## config.mk

```make
export PLATFORM = sky130hd
export DESIGN_NAME = dram_refresh_seq
export DESIGN_NICKNAME = d
export VERILOG_FILES = /design/src/rtl/dram_refresh_pkg.sv /design/src/rtl/ref_due_timer.sv /design/src/rtl/ref_wait_timer.sv /design/src/rtl/ref_seq_fsm.sv /design/src/rtl/dram_refresh_seq.sv
export SDC_FILE = /design/constraint.sdc
export NUM_CORES = 1
export LEC_CHECK = 0
export BUFFER_PORTS_ARGS = -buffer_cell sky130_fd_sc_hd__buf_2
export CORE_ASPECT_RATIO = 1.5
export CORE_MARGIN = 5
export CORE_UTILIZATION = 60
export CTS_CLUSTER_SIZE = 10
export DETAILED_ROUTE_END_ITERATION = 7
export GPL_TIMING_DRIVEN = 1
export PLACE_DENSITY = 0.83
export REMOVE_ABC_BUFFERS = 1
export SKIP_LAST_GASP = 1
export SLEW_MARGIN = 10
export SYNTH_ARGS = -nofsm -noshare
export SYNTH_HDL_FRONTEND = slang
export SYNTH_SLANG_ARGS = --single-unit
```

## constraint.sdc

```tcl
create_clock -name clk -period 7 [get_ports clk]
set_clock_uncertainty 0.2 [all_clocks]
set_input_delay 1.4 -clock clk [delete_from_list [all_inputs] [get_ports clk]]
set_output_delay 1.4 -clock clk [all_outputs]
set_load 0.01 [all_outputs]
```

## src/rtl/dram_refresh_pkg.sv

```systemverilog
`timescale 1ns/1ps
// Shared types for the rank refresh sequencer.
// The phase values are visible on the top-level port, so the encoding is fixed.
package dram_refresh_pkg;
    typedef enum logic [1:0] {
        RS_IDLE  = 2'd0,
        RS_DRAIN = 2'd1,
        RS_PRECH = 2'd2,
        RS_RUN   = 2'd3
    } rstate_e;
endpackage

```

## src/rtl/ref_due_timer.sv

```systemverilog
`timescale 1ns/1ps
// Refresh interval timer.
// Produces a due indication on a fixed grid of `interval` cycles after reset.
// A due point that the sequencer cannot take is held until the sequencer
// acknowledges it. Assumes interval >= 2.
module ref_due_timer #(
    parameter int TW = 16
) (
    input  logic          clk,
    input  logic          rst_n,
    input  logic [TW-1:0] interval,
    input  logic          ack,
    output logic          due_o
);
    logic [TW-1:0] cnt_q;
    logic          pend_q;
    logic          tick;

    // Grid point reached: the counter sits on its last value.
    assign tick  = (cnt_q >= (interval - TW'(1)));
    assign due_o = pend_q | tick;

    // Advance the interval counter; remember a due point until it is taken.
    always_ff @(posedge clk) begin
        if (!rst_n) begin
            cnt_q  <= '0;
            pend_q <= 1'b0;
        end else begin
            cnt_q  <= tick ? '0 : cnt_q + TW'(1);
            pend_q <= (pend_q | tick) & ~ack;
        end
    end

    AST_TICK_SPACED: assert property (@(posedge clk) disable iff (!rst_n)
        (tick && interval >= TW'(2)) |=> !tick);
    AST_DUE_KEPT: assert property (@(posedge clk) disable iff (!rst_n)
        (due_o && !ack) |=> due_o);
endmodule

```

## src/rtl/ref_wait_timer.sv

```systemverilog
`timescale 1ns/1ps
// Countdown timer for the precharge and refresh wait windows.
// Loaded with (window - 1) in the strobe cycle. It reports expiry in the last
// cycle of the window, so the next phase starts exactly `window` cycles after
// the strobe.
module ref_wait_timer #(
    parameter int TW = 16
) (
    input  logic          clk,
    input  logic          rst_n,
    input  logic          load,
    input  logic [TW-1:0] load_val,
    output logic          expired
);
    logic [TW-1:0] cnt_q;

    assign expired = (cnt_q <= TW'(1));

    // Load on request, otherwise count down and stop at zero.
    always_ff @(posedge clk) begin
        if (!rst_n) begin
            cnt_q <= '0;
        end else if (load) begin
            cnt_q <= load_val;
        end else if (cnt_q != '0) begin
            cnt_q <= cnt_q - TW'(1);
        end
    end

    AST_LOAD_TAKES: assert property (@(posedge clk) disable iff (!rst_n)
        (load && load_val > TW'(1)) |=> !expired);
endmodule

```

## src/rtl/ref_seq_fsm.sv

```systemverilog
`timescale 1ns/1ps
// Refresh phase controller.
// Walks idle -> drain -> precharge -> refresh -> idle. It holds requests off
// outside idle, strobes each command for one cycle and arms the wait timer.
// The precharge wait is skipped when no bank is open. Assumes the wait timer
// reports expiry in the last cycle of a window.
module ref_seq_fsm
    import dram_refresh_pkg::*;
#(
    parameter int TW = 16
) (
    input  logic          clk,
    input  logic          rst_n,
    input  logic          due_i,
    input  logic          busy_i,
    input  logic          bank_open_i,
    input  logic          wait_exp_i,
    input  logic [TW-1:0] t_rp_i,
    input  logic [TW-1:0] t_rfc_i,
    output rstate_e       state_o,
    output logic          block_o,
    output logic          pre_all_o,
    output logic          ref_o,
    output logic          wait_load_o,
    output logic [TW-1:0] wait_val_o,
    output logic          due_ack_o
);
    rstate_e state_q, state_d;
    logic    issued_q;
    logic    strobe;

    // Command strobes: only in the first cycle of a phase.
    assign pre_all_o   = (state_q == RS_PRECH) && !issued_q && bank_open_i;
    assign ref_o       = (state_q == RS_RUN) && !issued_q;
    assign strobe      = pre_all_o | ref_o;
    assign wait_load_o = strobe;
    assign wait_val_o  = (state_q == RS_PRECH) ? (t_rp_i - TW'(1)) : (t_rfc_i - TW'(1));
    assign block_o     = (state_q != RS_IDLE);
    assign due_ack_o   = (state_q == RS_IDLE);
    assign state_o     = state_q;

    // Next-phase selection.
    always_comb begin
        state_d = state_q;
        unique case (state_q)
            RS_IDLE:  if (due_i)   state_d = RS_DRAIN;
            RS_DRAIN: if (!busy_i) state_d = RS_PRECH;
            RS_PRECH: if ((!issued_q && !bank_open_i) || (issued_q && wait_exp_i))
                          state_d = RS_RUN;
            RS_RUN:   if (issued_q && wait_exp_i) state_d = RS_IDLE;
            default:  state_d = RS_IDLE;
        endcase
    end

    // Phase register and per-phase "command already given" flag.
    always_ff @(posedge clk) begin
        if (!rst_n) begin
            state_q  <= RS_IDLE;
            issued_q <= 1'b0;
        end else begin
            state_q  <= state_d;
            issued_q <= (state_d != state_q) ? 1'b0 : (issued_q | strobe);
        end
    end

    AST_PRE_SINGLE: assert property (@(posedge clk) disable iff (!rst_n)
        pre_all_o |=> !pre_all_o);
    AST_REF_SINGLE: assert property (@(posedge clk) disable iff (!rst_n)
        ref_o |=> !ref_o);
    AST_DRAIN_WAITS: assert property (@(posedge clk) disable iff (!rst_n)
        (state_q == RS_DRAIN && busy_i) |=> (state_q == RS_DRAIN));
    AST_RUN_OPENS_WITH_REF: assert property (@(posedge clk) disable iff (!rst_n)
        (state_q == RS_RUN && $past(state_q) != RS_RUN) |-> ref_o);
    AST_CMD_UNDER_HOLD: assert property (@(posedge clk) disable iff (!rst_n)
        (pre_all_o || ref_o) |-> block_o);
endmodule

```

## src/rtl/dram_refresh_seq.sv

```systemverilog
`timescale 1ns/1ps
// Rank refresh sequencer, top level.
// Ties together the interval timer, the wait timer and the phase controller.
// All configuration values are in clock cycles and must be at least 2.
module dram_refresh_seq
    import dram_refresh_pkg::*;
#(
    parameter int CFG_W = 16
) (
    input  logic             clk,
    input  logic             rst_n,
    input  logic             acc_busy_i,
    input  logic             bank_open_i,
    input  logic [CFG_W-1:0] cfg_refi_i,
    input  logic [CFG_W-1:0] cfg_rp_i,
    input  logic [CFG_W-1:0] cfg_rfc_i,
    output logic             hold_req_o,
    output logic             pre_all_o,
    output logic             refresh_o,
    output logic [1:0]       phase_o
);
    logic             due;
    logic             due_ack;
    logic             wait_exp;
    logic             wait_load;
    logic [CFG_W-1:0] wait_val;
    rstate_e          phase;

    ref_due_timer #(.TW(CFG_W)) u_due (
        .clk      (clk),
        .rst_n    (rst_n),
        .interval (cfg_refi_i),
        .ack      (due_ack),
        .due_o    (due)
    );

    ref_wait_timer #(.TW(CFG_W)) u_wait (
        .clk      (clk),
        .rst_n    (rst_n),
        .load     (wait_load),
        .load_val (wait_val),
        .expired  (wait_exp)
    );

    ref_seq_fsm #(.TW(CFG_W)) u_fsm (
        .clk         (clk),
        .rst_n       (rst_n),
        .due_i       (due),
        .busy_i      (acc_busy_i),
        .bank_open_i (bank_open_i),
        .wait_exp_i  (wait_exp),
        .t_rp_i      (cfg_rp_i),
        .t_rfc_i     (cfg_rfc_i),
        .state_o     (phase),
        .block_o     (hold_req_o),
        .pre_all_o   (pre_all_o),
        .ref_o       (refresh_o),
        .wait_load_o (wait_load),
        .wait_val_o  (wait_val),
        .due_ack_o   (due_ack)
    );

    assign phase_o = phase;

    AST_HOLD_MATCHES_PHASE: assert property (@(posedge clk) disable iff (!rst_n)
        hold_req_o == (phase_o != 2'd0));
endmodule

```

Word level (Yosys, flattened, before mapping)
Index checks and enable logic that the tools add are counted.
- multiplexer cells: 8
- $add $sub $neg: 5
- bitwise operators: 6
- magnitude comparators: 2
- reductions and logical operators: 14
- equal/unequal tests: 4
- operator list (operator ; count):
    16-bit by 1-bit subtractor with 16-bit output (second input constant) ; 4
    16-bit two-way mux ; 3
    16-bit by 1-bit adder with 16-bit output (second input constant) ; 1
    16-bit greater-or-equal comparator ; 1
    16-bit by 1-bit less-or-equal comparator with 1-bit output (second input constant) ; 1
    16-bit nonzero test ; 1
    2-bit two-way mux ; 4
    2-bit case mux with 4 select lines ; 1
    1-bit logical AND ; 5
    2-bit equality test (second input constant) ; 2
    2-bit nonzero test ; 2
    2-bit OR reduction ; 2
    1-bit OR ; 3
    2-bit by 1-bit equality test with 1-bit output (second input constant) ; 1
    1-bit logical NOT ; 2
    2-bit logical NOT ; 1
    2-bit inequality test ; 1
    1-bit inverter ; 2
    1-bit AND ; 1
    1-bit logical OR ; 1
- word-level logic and storage cells: 44
- output and inout bits: 5
- input port bits: 52
- bits in registers: 36

Depth between registers and ports, before layout
Gate-level depths: netlist (run 1).
- depth in word-level cells: 7
- depth in mapped cells: 14
- depth with buffers taken out: 14

By module
From an unflattened synthesis (run 1), not the netlist that was laid out.
- cells, all modules: 389
- area total of the unflattened synthesis: 3185.6 um^2
- modules (own cells, without submodules) (module ; area each (um^2) ; instances ; sequential area each (um^2) ; cells an instance):
    ref_due_timer ; 1341.3 ; 1 ; 340.3 ; 160
    ref_wait_timer ; 984.7 ; 1 ; 320.3 ; 124
    ref_seq_fsm ; 859.6 ; 1 ; 60.1 ; 105

Least setup slack after synthesis (run 1)
Ideal clock, no wire load.
- kind: input-to-reg
- start point: input port cfg_refi_i[3]
- end point: register u_due.cnt_q[10]
- arrival time: 4244 ps
- stages: 13
- path slack: 2429 ps
- data required time: 6672 ps
- setup time: 128 ps
- path through: nor2_1 > nand3_1 > or3_1 > nor3_1 > or3b_2 > xor2_1 > ha_1 > and4_1 > nand4_1 > a211o_1 > nand4_1 > clkbuf_1 > nor2_1
- cells in the longest elaborated chain, start to end: 3
- RTL lines (element ; line ; source):
    from (decl) ; dram_refresh_seq.sv:14 ; input logic [CFG_W-1:0] cfg_refi_i,
    16-bit by 1-bit subtractor with 16-bit output ; ref_due_timer.sv:20 ; assign tick = (cnt_q >= (interval - TW'(1)));
    16-bit greater-or-equal comparator ; ref_due_timer.sv:20 ;
    2-bit OR reduction (no line) ; n/a ;
    to (signal assigned) ; ref_due_timer.sv:29 ; cnt_q <= tick ? '0 : cnt_q + TW'(1);
    to (decl) ; ref_due_timer.sv:15 ; logic [TW-1:0] cnt_q;
No other way between the ends.
A chain may end at the register's enable or synchronous reset.

Worst setup path in the final report (run 1)
- start point: input port cfg_refi_i[3]
- end point: register u_due.cnt_q[13]
Same word-level chain as after synthesis.

==> metrics, run 1 <==
FP Rows=31; first-pass GRT wire length=11000 µm; later-pin clock latency in the skew report=280 ps; highest-count cells in the layout ignoring fill and taps=56 x buf_2, 46 x nor2_1, 36 x dfxtp_1, 24 x xnor2_1, 23 x nand2_1; Hold Startpoint=u_due.cnt_q[0]$_SDFF_PP0_; Setup TNS=0 ps; H-tree depth=2; reg2reg end=u_wait.cnt_q[12]$_SDFFE_PN0P_; crit path capture type=flip-flop; Placeable Area=0.00477 mm²; top_reg_cell synth=dfxtp_1; Post-synth EDFFs=0; post_cts resized=0; Fin Hold WS=289 ps; Cell Area, Synth=0.00292 mm²; WHS Path Cells=1; port bufs=56; DR vias=2744; Setup Crit Path Kind=in2reg; reg2reg start=u_fsm.state_o[1]$_SDFF_PN0_; Peak Freq=214 MHz; Vias/cell=5.73; HPWL after DPL=5240 µm; CP Data Required Time=7000 ps; GPL Wtd Cong=0.828; share of cells above drive strength 1=0.196; Max-Cap Viols=0; TritonCTS Buffers=5; number of global-route vias before repair=2698; DP Area=0.00324 mm²; power per cell area=239 mW/mm²; Critical Path Fanout Max=16; ys async rst share=0; RSZ-0062 raised after global routing=false; Die Ht=95.4 µm; Mapped Cells=359; Worst Path Arrival=4680 ps; status=finished clean; Post-Layout Inst Area=0.00332 mm²; Setup-failing EPs final=0; Reg clk slew, reported paths=70 ps; Pleak=1.37 nW; Starting Density=0.612; die area=0.00639 mm²; # hold bufs at CTS=0; GRT Util Overall=0.218; fin crit period=4680 ps; Overflow after GRT=0; Area growth syn-to-layout=13.7%; average routed wire per standard cell=13.4 µm; CTS sink count=36; pre-CTS setup slack=2020 ps; CTS tree=done; final worst slack=2320 ps; Yosys cell types=60; Syn. warnings=0; Routed Antenna Nets=0; Clk Tree Root Cell=clkbuf_8; I/O pins=57; hold crit path type=reg2reg; diodes inserted=0; Mean Syn Cell Area=8.13 µm²; R2R setup slack=3410 ps; Max Buffers Root-to-Sink=2; Final nets=486; Worst setup SP type=input port; Hold Path End=u_due.cnt_q[0]$_SDFF_PP0_; antenna violations before repair=0; DRT iter0 DRCs=64; Slew @ Worst Pin=975 ps; final cycle utilization of the critical path=0.668; FF-to-FF path depth=9; Worst VDD drop=0.131 mV; final wirelength=6430 µm; largest net degree at the start of global routing=18; Rel. slew slack=0.347; most common cell after layout, fill and taps aside=buf_2; Pins Over Slew Limit=0; Seq/Total Area, Yosys=0.247; Post-CTS Setup Bufs=0; DRT Pass-1 Iters=4; DRC viols=0; Fin. Hold Viols=0; total chip power=0.793 mW; FF+latch count, synth=36; Die X=67.0 µm
==> sequential cells by signal, indices dropped and copies added, names as in the netlist <==
| name | flops |
|---|---|
| u_due.cnt_q | 16 |
| u_due.pend_q | 1 |
| u_fsm.issued_q | 1 |
| u_fsm.state_o | 2 |
| u_wait.cnt_q | 16 |
==> cell usage after synthesis, types with 11 or more instances <==
library cell   n  area share
dfxtp_1       36        0.25
mux2i_1       16       0.055
o21ai_0       16       0.027
nand2_1       23       0.030
xnor2_1       24       0.072
nor3_1        11       0.019
xor2_1        20       0.060
nor2_1        46       0.059
nand3_1       14       0.024
ha_1          21       0.090
or3_1         13       0.028
a21oi_1       17       0.029
==> stage by stage <==
stage                      util  std cells
after floorplan               -        349
after global placement    0.680        472
after detailed placement  0.680        472
after CTS                 0.696        479
after global routing      0.696        479
final                     0.696        479
==> kinds of logic (layout without fill, tap and decap cells) <==
logic type / count (synthesis) / in the layout / synth area share
AOI/OAI and AO/OA: 64 / 64 / 0.146
xor gates and xnor gates: 44 / 44 / 0.132
adders and majority gates: 21 / 21 / 0.0900
buffers and inverters: 20 / 74 / 0.0300
DFF: 36 / 36 / 0.247
muxes: 17 / 17 / 0.0626
and+or+nand+nor: 157 / 157 / 0.293
==> per-layer routing <==
metal  GRT usage  routed length (µm)
met1       0.216                2500
met2       0.418                3370
met3      0.0295                 287
met4       0.129                 269
met5           0                   0
==> worst max-delay path, stage by stage <==
cell and delay (ps):
buf_2 110, nor2_1 140, nand3_1 100, or3_1 370
nor3_1 350, or3b_2 490, xor2_1 160, ha_1 300
and4_1 230, nand4_1 90, a211o_1 120, nand4_1 510
a21oi_1 290
==> report_power, final <==
group | switching [mW] | internal (mW) | leakage [nW]
clock | 0.0691 | 0.0676 | 0.0410
combinational | 0.188 | 0.181 | 1.04
sequential | 0.0388 | 0.248 | 0.293
==> final cells by class <==
| cell class | count | area, µm² |
|---|---|---|
| clock buffer | 6 | 72.6 |
| clock inverter | 1 | 5.00 |
| fill | 444 | 1450 |
| inverter | 10 | 37.5 |
| multi-input combinational | 303 | 2110 |
| sequential | 36 | 721 |
| tap | 66 | 82.6 |
| timing repair buffer | 57 | 288 |
==> how the worst max path moves through the flow <==
stage                             start  depth (start not counted)                          to
after detailed placement  cfg_refi_i[3]                         12  u_due.cnt_q[11]$_SDFF_PP0_
after global routing      cfg_refi_i[2]                         12  u_due.cnt_q[13]$_SDFF_PP0_
after CTS                 cfg_refi_i[3]                         12  u_due.cnt_q[13]$_SDFF_PP0_
after global placement    cfg_refi_i[3]                         13  u_due.cnt_q[13]$_SDFF_PP0_
after floorplan           cfg_refi_i[3]                         13   u_fsm.issued_q$_SDFF_PP0_
final                     cfg_refi_i[3]                         13  u_due.cnt_q[13]$_SDFF_PP0_
Note: power is estimated with default switching activity, not from simulation.
==> run 2: changes to the inputs <==
--- a/config.mk
+++ b/config.mk
@@ -8,11 +8,11 @@
 export BUFFER_PORTS_ARGS = -buffer_cell sky130_fd_sc_hd__buf_2
 export CORE_ASPECT_RATIO = 1.5
 export CORE_MARGIN = 5
-export CORE_UTILIZATION = 60
+export CORE_UTILIZATION = 51
 export CTS_CLUSTER_SIZE = 10
 export DETAILED_ROUTE_END_ITERATION = 7
 export GPL_TIMING_DRIVEN = 1
-export PLACE_DENSITY = 0.83
+export PLACE_DENSITY = 0.75
 export REMOVE_ABC_BUFFERS = 1
 export SKIP_LAST_GASP = 1
 export SLEW_MARGIN = 10
==> constraint.sdc (replaced) <==
create_clock -name clk -period 4.2 [get_ports clk]
set_clock_uncertainty 0.2 [all_clocks]
set_input_delay 0.84 -clock clk [delete_from_list [all_inputs] [get_ports clk]]
set_output_delay 0.84 -clock clk [all_outputs]
set_load 0.01 [all_outputs]
==> run 2 against run 1 <==
Cell count increased by 2.1%. Critical path depth grew 1. Combinational power rose by 67%. Clock power is 110% higher. Global-route usage down 3.5 points. Sequential power rose by 67%. Power is 75% higher. Hold slack gained 20 ps. Clock-buffer cell count did not move. Wire length decreased by 0.26%. Largest power group unchanged. Highest routed layer unchanged.
==> metrics, run 2 (synthesis gave the netlist of run 1 again) <==
status=finished clean; FF+latch area=721 µm²; post_cts resized=0; Critical Path Fanout Max=4; most common cell after layout, fill and taps aside=buf_2; power per cell area=409 mW/mm²; Worst setup SP type=input port; crit path capture type=flip-flop; # hold bufs at CTS=0; Vias/cell=5.48; highest-count cells in the layout ignoring fill and taps=56 x buf_2, 46 x nor2_1, 36 x dfxtp_1, 24 x xnor2_1, 23 x nand2_1; Pleak=1.41 nW; first-pass GRT wire length=11000 µm; Seq pwr share=0.345; DRC viols=0; TritonCTS Buffers=5; largest net degree at the start of global routing=18; Rel. slew slack=0.609; Overflow after GRT=0; Die Ht=103 µm; die area=0.00737 mm²; Die X=71.8 µm; Clk Tree Root Cell=clkbuf_8; port bufs=56; Logic pwr share=0.443; Fin. Hold Viols=0; later-pin clock latency in the skew report=290 ps; CTS tree=done; FP Rows=33; final worst slack=384 ps; Setup Crit Path Kind=in2reg; Routed Antenna Nets=0; RSZ-0062 raised after global routing=false; DRT iter0 DRCs=111; Peak Freq=262 MHz; share of cells above drive strength 1=0.208; Placeable Area=0.00553 mm²; final wirelength=6410 µm; pre-CTS setup slack=103 ps; Setup TNS=0 ps; area used by multi-input combinational logic=0.00211 mm²; HPWL after DPL=5260 µm; Worst VDD drop=0.234 mV; Clk pwr share=0.212; I/O pins=57; Pins Over Slew Limit=0; number of global-route vias before repair=2699; Slew @ Worst Pin=571 ps; Setup-failing EPs final=0; Pint=0.892 mW; fin crit period=3820 ps; Net Switching=0.497 mW; CP Data Required Time=4180 ps; Max-Cap Viols=0; Post-CTS Setup Bufs=0; DRT Pass-1 Iters=4; Switching Share=0.358; Worst Path Arrival=3800 ps; Final nets=491; Max Buffers Root-to-Sink=2; post-placement cell count=481; Area growth syn-to-layout=16.2%; final cycle utilization of the critical path=0.908; GRT Util Overall=0.183; DR vias=2682; H-tree depth=2; antenna violations before repair=0; Reg clk slew, reported paths=70 ps; GPL Wtd Cong=0.860; post-route insts no fill=489; Fill cells=520; Starting Density=0.528; CTS sink count=36; diodes inserted=0; hold crit path type=reg2reg; average routed wire per standard cell=13.1 µm
-- run 2: cell type report --
cell class,instances,share of cell area
multi-input combinational,303,0.623
sequential,36,0.212
timing repair buffer,62,0.0959
tap,70,0.0258
clock buffer,6,0.0214
inverter,10,0.0111
clock inverter,2,0.0103
-- run 2: worst max-delay path, stage by stage --
cell and delay, ps:
buf_2 110, nor2_1 140, nand3_1 100, or3_1 380, nor3_1 230, or3b_2 470, xor2_1 160, ha_1 310
and4_1 240, nand4_1 100, a211o_1 250, nand4b_1 150, o21ai_0 90, a41o_1 230
-- run 2: stage by stage --
stage | power [mW] | instance area, µm² | hold slack (ps) | utilization
6_report | 1.39 | 3390 | 309 | 0.613
2_1_floorplan | 0.966 | 2870 | 241 | -
3_3_place_gp | 1.09 | 3280 | 269 | 0.594
5_1_grt | 1.49 | 3390 | 331 | 0.613
4_1_cts | 1.40 | 3390 | 299 | 0.613
3_5_place_dp | 1.10 | 3280 | 285 | 0.594
-- run 2: worst paths after layout --
check,startpoint,to,slack (ps),cells after the start
setup / recovery,cfg_refi_i[3],u_fsm.issued_q$_SDFF_PP0_,380,14
hold / removal,u_due.cnt_q[0]$_SDFF_PP0_,u_due.cnt_q[0]$_SDFF_PP0_,310,1
setup reg to reg,u_fsm.state_o[1]$_SDFF_PN0_,u_wait.cnt_q[12]$_SDFFE_PN0P_,1100,10
hold reg to reg,u_due.cnt_q[0]$_SDFF_PP0_,u_due.cnt_q[0]$_SDFF_PP0_,310,1
-- run 2: power by group through the flow --
stage          clock, mW  sequential [mW]  combinational, mW
6_report           0.294            0.480              0.615
5_1_grt            0.317            0.486              0.689
4_1_cts            0.301            0.478              0.620
3_5_place_dp           0            0.486              0.614
3_3_place_gp           0            0.481              0.607
2_1_floorplan          0            0.471              0.495
-- run 2: layer usage --
metal / global-route usage / routed length, µm
met1: 0.188 / 2580
met2: 0.364 / 3370
met3: 0.0263 / 330
met4: 0.0753 / 128
met5: 0 / 0
